File: src/rtl/scl_pkg.sv
// Shared types for the passive serial configuration loader.
// Assumes: nothing beyond IEEE 1800-2017.
package scl_pkg;

    // Sequencer states, one per phase of a load.
    typedef enum logic [2:0] {
        ST_IDLE,
        ST_CFG_LOW,
        ST_SETTLE,
        ST_WAIT_ST,
        ST_FETCH,
        ST_SHIFT,
        ST_CHECK,
        ST_TRAIL
    } scl_state_t;

    // Error codes reported on err_code_o.
    typedef enum logic [1:0] {
        ERR_NONE     = 2'd0,
        ERR_STATUS   = 2'd1,
        ERR_TIMEOUT  = 2'd2,
        ERR_CONFDONE = 2'd3
    } scl_err_t;

endpackage

File: src/rtl/scl_interval.sv
// Down-counting interval timer shared by the reset handshake phases.
// A load writes N-1; zero_o is high in the Nth cycle after the load.
// Assumes: load_val_i fits in W bits; the counter holds at zero.
module scl_interval #(
    parameter int W = 8
) (
    input  logic         clk,
    input  logic         rst_n,
    input  logic         load_i,
    input  logic [W-1:0] load_val_i,
    output logic         zero_o
);

    logic [W-1:0] cnt_q;

    // Load a new interval or count down to zero and hold there.
    always_ff @(posedge clk) begin
        if (!rst_n) begin
            cnt_q <= '0;
        end else if (load_i) begin
            cnt_q <= load_val_i;
        end else if (cnt_q != '0) begin
            cnt_q <= cnt_q - W'(1);
        end
    end

    assign zero_o = (cnt_q == '0);

endmodule

File: src/rtl/scl_serializer.sv
// Serial clock and data generator. On load_i it sends pulses_i clock
// pulses. Bit 0 of byte_i goes first, then the higher bits, then zeros.
// Each pulse is low for HALF_DIV cycles with data set, then high for
// HALF_DIV cycles. finish_o pulses for one cycle after the last fall.
// Assumes: load_i only when idle, pulses_i >= 1, HALF_DIV >= 1.
module scl_serializer #(
    parameter int HALF_DIV = 2,
    parameter int PULSE_W  = 4
) (
    input  logic               clk,
    input  logic               rst_n,
    input  logic               load_i,
    input  logic [7:0]         byte_i,
    input  logic [PULSE_W-1:0] pulses_i,
    input  logic               abort_i,
    output logic               dclk_o,
    output logic               data0_o,
    output logic               finish_o
);

    localparam int DIV_W = $clog2(HALF_DIV + 1);
    localparam logic [DIV_W-1:0] DIV_MAX = DIV_W'(HALF_DIV - 1);

    logic               run_q;
    logic [6:0]         sh_q;
    logic [PULSE_W-1:0] left_q;
    logic [DIV_W-1:0]   div_q;

    // Step through low and high half-periods and advance one bit per pulse.
    always_ff @(posedge clk) begin
        if (!rst_n) begin
            run_q    <= 1'b0;
            sh_q     <= '0;
            left_q   <= '0;
            div_q    <= '0;
            dclk_o   <= 1'b0;
            data0_o  <= 1'b0;
            finish_o <= 1'b0;
        end else if (abort_i) begin
            run_q    <= 1'b0;
            dclk_o   <= 1'b0;
            data0_o  <= 1'b0;
            finish_o <= 1'b0;
        end else begin
            finish_o <= 1'b0;
            if (load_i) begin
                run_q   <= 1'b1;
                sh_q    <= byte_i[7:1];
                data0_o <= byte_i[0];
                left_q  <= pulses_i - PULSE_W'(1);
                div_q   <= DIV_MAX;
                dclk_o  <= 1'b0;
            end else if (run_q) begin
                if (div_q != '0) begin
                    div_q <= div_q - DIV_W'(1);
                end else if (!dclk_o) begin
                    dclk_o <= 1'b1;
                    div_q  <= DIV_MAX;
                end else begin
                    dclk_o <= 1'b0;
                    if (left_q == '0) begin
                        run_q    <= 1'b0;
                        finish_o <= 1'b1;
                    end else begin
                        left_q  <= left_q - PULSE_W'(1);
                        data0_o <= sh_q[0];
                        sh_q    <= {1'b0, sh_q[6:1]};
                        div_q   <= DIV_MAX;
                    end
                end
            end
        end
    end

endmodule

File: src/rtl/scl_sequencer.sv
// Load sequencer: reset handshake, byte fetch, completion check, trailing
// pulses, and the sticky done/error flags.
// Assumes: TMO_CYC > SETTLE_CYC, and all intervals fit in WAIT_W bits.
module scl_sequencer
    import scl_pkg::*;
#(
    parameter int LEN_W      = 24,
    parameter int WAIT_W     = 24,
    parameter int PULSE_W    = 4,
    parameter int LOW_CYC    = 250,
    parameter int SETTLE_CYC = 250,
    parameter int TMO_CYC    = 1000,
    parameter int TRAIL_CLKS = 12
) (
    input  logic               clk,
    input  logic               rst_n,
    input  logic               start_i,
    input  logic [LEN_W-1:0]   total_bytes_i,
    input  logic [7:0]         byte_data_i,
    input  logic               byte_valid_i,
    output logic               byte_ready_o,
    output logic               ncfg_o,
    input  logic               nstatus_i,
    input  logic               confdone_i,
    output logic               busy_o,
    output logic               done_o,
    output logic               error_o,
    output logic [1:0]         err_code_o,
    input  logic               int_zero_i,
    output logic               int_load_o,
    output logic [WAIT_W-1:0]  int_val_o,
    input  logic               ser_finish_i,
    output logic               ser_load_o,
    output logic [7:0]         ser_byte_o,
    output logic [PULSE_W-1:0] ser_pulses_o,
    output logic               ser_abort_o
);

    scl_state_t       state_q, state_d;
    logic [LEN_W-1:0] total_q, sent_q;
    logic             accept, set_done, set_err, begin_run;
    scl_err_t         err_d;

    assign begin_run    = (state_q == ST_IDLE) && start_i;
    assign byte_ready_o = (state_q == ST_FETCH);
    assign ncfg_o       = (state_q != ST_CFG_LOW);
    assign busy_o       = (state_q != ST_IDLE);

    // Next-state and command decode for one phase of the load.
    always_comb begin
        state_d      = state_q;
        int_load_o   = 1'b0;
        int_val_o    = '0;
        ser_load_o   = 1'b0;
        ser_byte_o   = 8'h00;
        ser_pulses_o = '0;
        ser_abort_o  = 1'b0;
        accept       = 1'b0;
        set_done     = 1'b0;
        set_err      = 1'b0;
        err_d        = ERR_NONE;
        case (state_q)
            ST_IDLE: begin
                if (start_i) begin
                    state_d    = ST_CFG_LOW;
                    int_load_o = 1'b1;
                    int_val_o  = WAIT_W'(LOW_CYC - 1);
                end
            end
            ST_CFG_LOW: begin
                if (int_zero_i) begin
                    if (nstatus_i) begin
                        state_d     = ST_IDLE;
                        set_err     = 1'b1;
                        err_d       = ERR_STATUS;
                        ser_abort_o = 1'b1;
                    end else begin
                        state_d    = ST_SETTLE;
                        int_load_o = 1'b1;
                        int_val_o  = WAIT_W'(SETTLE_CYC - 1);
                    end
                end
            end
            ST_SETTLE: begin
                if (int_zero_i) begin
                    state_d    = ST_WAIT_ST;
                    int_load_o = 1'b1;
                    int_val_o  = WAIT_W'(TMO_CYC - SETTLE_CYC - 1);
                end
            end
            ST_WAIT_ST: begin
                if (nstatus_i) begin
                    state_d = (total_q == '0) ? ST_CHECK : ST_FETCH;
                end else if (int_zero_i) begin
                    state_d     = ST_IDLE;
                    set_err     = 1'b1;
                    err_d       = ERR_TIMEOUT;
                    ser_abort_o = 1'b1;
                end
            end
            ST_FETCH: begin
                if (byte_valid_i) begin
                    accept       = 1'b1;
                    ser_load_o   = 1'b1;
                    ser_byte_o   = byte_data_i;
                    ser_pulses_o = PULSE_W'(8);
                    state_d      = ST_SHIFT;
                end
            end
            ST_SHIFT: begin
                if (ser_finish_i) begin
                    state_d = (sent_q == total_q) ? ST_CHECK : ST_FETCH;
                end
            end
            ST_CHECK: begin
                if (confdone_i) begin
                    ser_load_o   = 1'b1;
                    ser_pulses_o = PULSE_W'(TRAIL_CLKS);
                    state_d      = ST_TRAIL;
                end else begin
                    state_d     = ST_IDLE;
                    set_err     = 1'b1;
                    err_d       = ERR_CONFDONE;
                    ser_abort_o = 1'b1;
                end
            end
            ST_TRAIL: begin
                if (ser_finish_i) begin
                    state_d  = ST_IDLE;
                    set_done = 1'b1;
                end
            end
            default: state_d = ST_IDLE;
        endcase
    end

    // State register, byte bookkeeping and sticky result flags.
    always_ff @(posedge clk) begin
        if (!rst_n) begin
            state_q    <= ST_IDLE;
            total_q    <= '0;
            sent_q     <= '0;
            done_o     <= 1'b0;
            error_o    <= 1'b0;
            err_code_o <= ERR_NONE;
        end else begin
            state_q <= state_d;
            if (begin_run) begin
                total_q    <= total_bytes_i;
                sent_q     <= '0;
                done_o     <= 1'b0;
                error_o    <= 1'b0;
                err_code_o <= ERR_NONE;
            end
            if (accept) begin
                sent_q <= sent_q + LEN_W'(1);
            end
            if (set_done) begin
                done_o <= 1'b1;
            end
            if (set_err) begin
                error_o    <= 1'b1;
                err_code_o <= err_d;
            end
        end
    end

endmodule

File: src/rtl/scl_loader.sv
// Top of the passive serial configuration loader. Derives all cycle counts
// from the clock frequency in MHz and wires the sequencer, interval timer
// and serializer together.
// Assumes: TIMEOUT_US*CLK_MHZ > 2*CLK_MHZ; HALF_DIV keeps the serial clock
// at or below 50 MHz.
module scl_loader #(
    parameter int CLK_MHZ    = 125,
    parameter int TIMEOUT_US = 100000,
    parameter int HALF_DIV   = 2,
    parameter int TRAIL_CLKS = 12,
    parameter int LEN_W      = 24
) (
    input  logic             clk,
    input  logic             rst_n,
    input  logic             start_i,
    input  logic [LEN_W-1:0] total_bytes_i,
    input  logic [7:0]       byte_data_i,
    input  logic             byte_valid_i,
    output logic             byte_ready_o,
    output logic             ncfg_o,
    output logic             dclk_o,
    output logic             data0_o,
    input  logic             nstatus_i,
    input  logic             confdone_i,
    output logic             busy_o,
    output logic             done_o,
    output logic             error_o,
    output logic [1:0]       err_code_o
);

    localparam int LOW_CYC    = 2 * CLK_MHZ;
    localparam int SETTLE_CYC = 2 * CLK_MHZ;
    localparam int TMO_CYC    = TIMEOUT_US * CLK_MHZ;
    localparam int WAIT_W     = $clog2(TMO_CYC + 1);
    localparam int MAX_PULSES = (TRAIL_CLKS > 8) ? TRAIL_CLKS : 8;
    localparam int PULSE_W    = $clog2(MAX_PULSES + 1);

    logic              int_zero, int_load;
    logic [WAIT_W-1:0] int_val;
    logic              ser_finish, ser_load, ser_abort;
    logic [7:0]        ser_byte;
    logic [PULSE_W-1:0] ser_pulses;

    scl_sequencer #(
        .LEN_W      (LEN_W),
        .WAIT_W     (WAIT_W),
        .PULSE_W    (PULSE_W),
        .LOW_CYC    (LOW_CYC),
        .SETTLE_CYC (SETTLE_CYC),
        .TMO_CYC    (TMO_CYC),
        .TRAIL_CLKS (TRAIL_CLKS)
    ) u_seq (
        .clk           (clk),
        .rst_n         (rst_n),
        .start_i       (start_i),
        .total_bytes_i (total_bytes_i),
        .byte_data_i   (byte_data_i),
        .byte_valid_i  (byte_valid_i),
        .byte_ready_o  (byte_ready_o),
        .ncfg_o        (ncfg_o),
        .nstatus_i     (nstatus_i),
        .confdone_i    (confdone_i),
        .busy_o        (busy_o),
        .done_o        (done_o),
        .error_o       (error_o),
        .err_code_o    (err_code_o),
        .int_zero_i    (int_zero),
        .int_load_o    (int_load),
        .int_val_o     (int_val),
        .ser_finish_i  (ser_finish),
        .ser_load_o    (ser_load),
        .ser_byte_o    (ser_byte),
        .ser_pulses_o  (ser_pulses),
        .ser_abort_o   (ser_abort)
    );

    scl_interval #(
        .W (WAIT_W)
    ) u_interval (
        .clk        (clk),
        .rst_n      (rst_n),
        .load_i     (int_load),
        .load_val_i (int_val),
        .zero_o     (int_zero)
    );

    scl_serializer #(
        .HALF_DIV (HALF_DIV),
        .PULSE_W  (PULSE_W)
    ) u_ser (
        .clk      (clk),
        .rst_n    (rst_n),
        .load_i   (ser_load),
        .byte_i   (ser_byte),
        .pulses_i (ser_pulses),
        .abort_i  (ser_abort),
        .dclk_o   (dclk_o),
        .data0_o  (data0_o),
        .finish_o (ser_finish)
    );

endmodule

File: config.mk
export PLATFORM = sky130hd
export DESIGN_NAME = scl_loader
export DESIGN_NICKNAME = d
export VERILOG_FILES = /design/src/rtl/scl_pkg.sv /design/src/rtl/scl_interval.sv /design/src/rtl/scl_serializer.sv /design/src/rtl/scl_sequencer.sv /design/src/rtl/scl_loader.sv
export SDC_FILE = /design/constraint.sdc
export NUM_CORES = 1
export LEC_CHECK = 0
export BUFFER_PORTS_ARGS = -buffer_cell sky130_fd_sc_hd__buf_2
export CORE_ASPECT_RATIO = 0.75
export CORE_UTILIZATION = 27
export CTS_CLUSTER_DIAMETER = 40
export CTS_CLUSTER_SIZE = 14
export DETAILED_ROUTE_END_ITERATION = 16
export PLACE_DENSITY_LB_ADDON = 0.3
export REMOVE_ABC_BUFFERS = 1
export SLEW_MARGIN = 10
export SYNTH_ARGS = -nofsm -noshare
export SYNTH_HDL_FRONTEND = slang
export SYNTH_SLANG_ARGS = --single-unit
File: constraint.sdc
create_clock -name clk -period 2.9 [get_ports clk]
set_clock_uncertainty 0.1 [all_clocks]
set_input_delay 0.145 -clock clk [delete_from_list [all_inputs] [get_ports clk]]
set_output_delay 0.145 -clock clk [all_outputs]
set_load 0.1 [all_outputs]
==> results by group <==
Logic synthesis
  – Dominant cell by count in the synthesized netlist: dfxtp_1
  – Area fraction in compound gates after synthesis: 0.202
  – Largest family of logic cells by synthesized area: simple AND/OR/NAND/NOR gates
  – Post-synthesis register bit count: 96
  – Post-Synthesis Cell Area: 0.00502 mm^2
  – Sequential area share after synthesis: 0.383
  – Share of cell area taken by muxes after synthesis: 0.0177
  – Most area-consuming cells after synthesis: dfxtp_1 38%, nand2_1 6.7%, a21oi_1 6.6%
  – EDFF count, synth: 0
  – Number of distinct library cells after synthesis: 60
  – Share of flip-flops with an asynchronous set or reset after synthesis: 0
  – List of most frequent post-synthesis cells: 96 x dfxtp_1, 89 x nand2_1, 66 x a21oi_1
  – Cell type with the largest total area after synthesis: dfxtp_1
  – Yosys synthesis warning count: 0
  – Synthesized netlist cell count: 627
  – Post-synth top flop: dfxtp_1
  – Synth top area share: 0.383
  – Average instance area after synthesis: 8.00 um^2
  – Fraction of the mapped netlist area in adder cells: 0.00998
  – Xor and xnor area share after synthesis: 0.0646
  – Basic-gate share of the synthesized area counting and, or, nand and nor cells: 0.287

Floorplan
  – Initial Util: 0.280
  – Num ports: 47
  – Die Y-Extent: 120 um
  – Area enclosed by the die boundary: 0.0191 mm^2
  – Die width: 159 um
  – Core ar.: 0.0179 mm^2
  – Row Count: 42

Clock tree
  – Number of setup buffers added after CTS: 0
  – Htree depth: 3
  – Max Root-Sink Buffers: 2
  – Root Buffer: clkbuf_16
  – Total number of clock tree sinks: 96
  – CTS tree: built
  – Clock Pin Slew Worst Setup and Hold Paths: 0.07 ns
  – Latest clock arrival within the worst-skew pair: 0.35 ns
  – Clock buffers created by TritonCTS: 9

Drt
  – Number of vias in the routed layout: 4810
  – Routed metal-1 wirelength: 7.81 mm
  – Via density per instance: 5.13
  – Detail Route met2 WL: 5.47 mm
  – Top metal layer carrying routed signals: met4
  – Count of TritonRoute iterations in the first routing pass: 5
  – Remaining antenna violation count: 0
  – Average wire length per cell after detail routing: 15.1 um
  – Total met3 wirelength after detailed routing: 803 um
  – Drc violations: 0
  – Final WL: 14.2 mm
  – DRC violation total after the first TritonRoute iteration: 418

Outcome
  – Status: complete, no violations

Global route
  – First-pass GRT wire length: 23.5 mm
  – Largest net degree at the start of global routing: 46
  – Vias in the first global route: 4415
  – Initial antenna violation count: 0
  – Overflow after GRT: 0
  – Global routing usage summed across all routing layers: 0.154

Cells and area
  – Final non-filler cell total: 938
  – Post-Layout Inst Area: 0.00616 mm^2
  – Multi-input gate area: 0.00293 mm^2
  – Final net count: 733
  – Fillcell total: 1870
  – Layout cells sized above 1: 0.152
  – Ant diodes: 0
  – Sequential standard cell area: 0.00192 mm^2
  – Area growth from synthesis to layout: 22.7%

Setup path
  – Max stage delay cell, worst path: or4_4
  – Highest fanout seen on the critical path: 10
  – Largest stage delay on the critical path: 0.59 ns
  – Endpoint kind of the worst setup timing path: flip-flop
  – Data arrival time of the worst path: 2.85 ns
  – Worst path required time: 3.08 ns
  – Setup slack of the most critical reg-to-reg path: 0.23 ns
  – Cells along the critical path: or4_4 > or4_1 > nor3_4 > nand2_1 > o22ai_1
  – Critical setup path kind: reg2reg
  – Kind of start point of the critical path: flip-flop

STA
  – Slew headroom: 0.235
  – Pin slew with the least headroom to its limit: 1.15 ns
  – Final hold vios: 0
  – Final Cycle Share: 0.920
  – RSZ-0062 raised after global routing: no
  – Final Max Slew Viols: 0
  – Total of endpoints with negative setup slack in the final report: 0
  – Top achievable clock speed: 375 MHz
  – Time the worst path needs with I/O delays and setup: 2.67 ns

Place
  – Placed inst area: 0.00558 mm^2
  – Count of input and output buffers: 46
  – Hpwl dp: 10.0 mm
  – Routability congestion estimate: 0.831
  – Number of placed instances with taps included: 896

Power and ir drop
  – Internal: 2.39 mW
  – Clock network fraction of design power: 0.364
  – Total power consumption of the routed design: 3.48 mW
  – Switching power share of the total: 0.314
  – Combinational group share of total power: 0.214
  – Switching power summed over all nets: 1.09 mW
  – Ratio of total power to cell area: 566 mW/mm^2
  – Worst vdd ir: 0.267 mV
  – Leakage power figure: 2.13 nW
  – Sequential Power Share: 0.422

Flow run
  – Max Cap Viol: 0

Worst hold path
  – Classification of the worst-slack hold path: in2reg
## logic make-up after synthesis
| kind of cell | Yosys count |
|---|---|
| compound gates | 159 |
| mux | 8 |
| xor+xnor | 37 |
| flops | 96 |
| buf+inv | 47 |
| fa+ha+maj | 4 |
| simple gates | 276 |
## metrics by stage
| stage | worst slack (ns) | TNS [ns] | util | hold slack, ns |
|---|---|---|---|---|
| final | 0.232 | 0 | 0.344 | 0.0578 |
| after global routing | 0.0329 | 0 | 0.344 | 0.0724 |
| after CTS | 0.255 | 0 | 0.344 | 0.0475 |
| after detailed placement | 0.273 | 0 | 0.311 | 0.292 |
| after global placement | 0.336 | 0 | 0.311 | 0.291 |
| after floorplan | -0.502 | -4.70 | - | 0.162 |
## cell type report
class	count	share of cell area
Tap cell	242	0.0492
Timing Repair Buffer	92	0.106
Clock buffer	10	0.0388
Multi-Input combinational cell	484	0.477
Clock inverter	6	0.0122
Sequential cell	96	0.312
Inverter	8	0.00488
## layout by cell type, fill, tap and decap left out, types with 8 or more instances in the layout
cell type / instances
a21oi_1: 66
a22oi_1: 8
a311oi_1: 14
a31oi_1: 15
buf_2: 46
buf_4: 19
clkbuf_16: 9
dfxtp_1: 96
dlygate4sd3_1: 26
nand2_1: 89
nand3_1: 28
nand4_1: 23
nor2_1: 39
nor3_1: 15
nor4_1: 16
o21ai_0: 15
o31ai_1: 8
or3_1: 13
xnor2_1: 35
## power groups by stage
stage | clock, mW | sequential, mW | combinational (mW)
6_report | 1.27 | 1.47 | 0.746
5_1_grt | 1.35 | 1.48 | 0.823
4_1_cts | 1.30 | 1.47 | 0.738
3_5_place_dp | 0 | 1.50 | 0.707
3_3_place_gp | 0 | 1.50 | 0.711
2_1_floorplan | 0 | 1.48 | 0.489
## registers in the layout, summed over array words and instances (netlist names), 2 cells and up
signal,flops
u_seq.sent_q,24
u_ser.sh_q,7
u_seq.total_q,24
u_interval.cnt_q,24
u_seq.state_q,3
u_seq.err_code_o,2
u_ser.div_q,2
u_ser.left_q,4
## routing by layer
layer  global-route usage  vias to the layer above
li1                     -                     2447
met1                0.241                     2208
met2                0.211                      143
met3               0.0297                       12
met4               0.0361                        0
met5                    0                        -
## path summary, 6_finish.rpt
kind,end,cells past startpoint,start
min,u_seq.done_o$_SDFFE_PN0P_,4,start_i
min reg2reg,u_ser.div_q[1]$_SDFFE_PN0P_,2,u_ser.div_q[1]$_SDFFE_PN0P_
max,u_interval.cnt_q[23]$_SDFFE_PN0P_,5,u_interval.cnt_q[16]$_SDFFE_PN0P_
max reg2reg,u_interval.cnt_q[23]$_SDFFE_PN0P_,5,u_interval.cnt_q[16]$_SDFFE_PN0P_
## critical path, delay by kind of cell, from the launching register on
kind / cells / cell delay (ns)
AND/OR/NAND/NOR: 4 / 1.94
AO/OA/AOI/OAI: 1 / 0.21
flip-flops: 1 / 0.35
## timing repair
item                                   4_1_cts  5_1_grt
endpoints found under the hold margin       26        0
hold buffers                                26        0
gates resized for setup                      0        0
No activity file was read; power rests on OpenSTA's default activity.
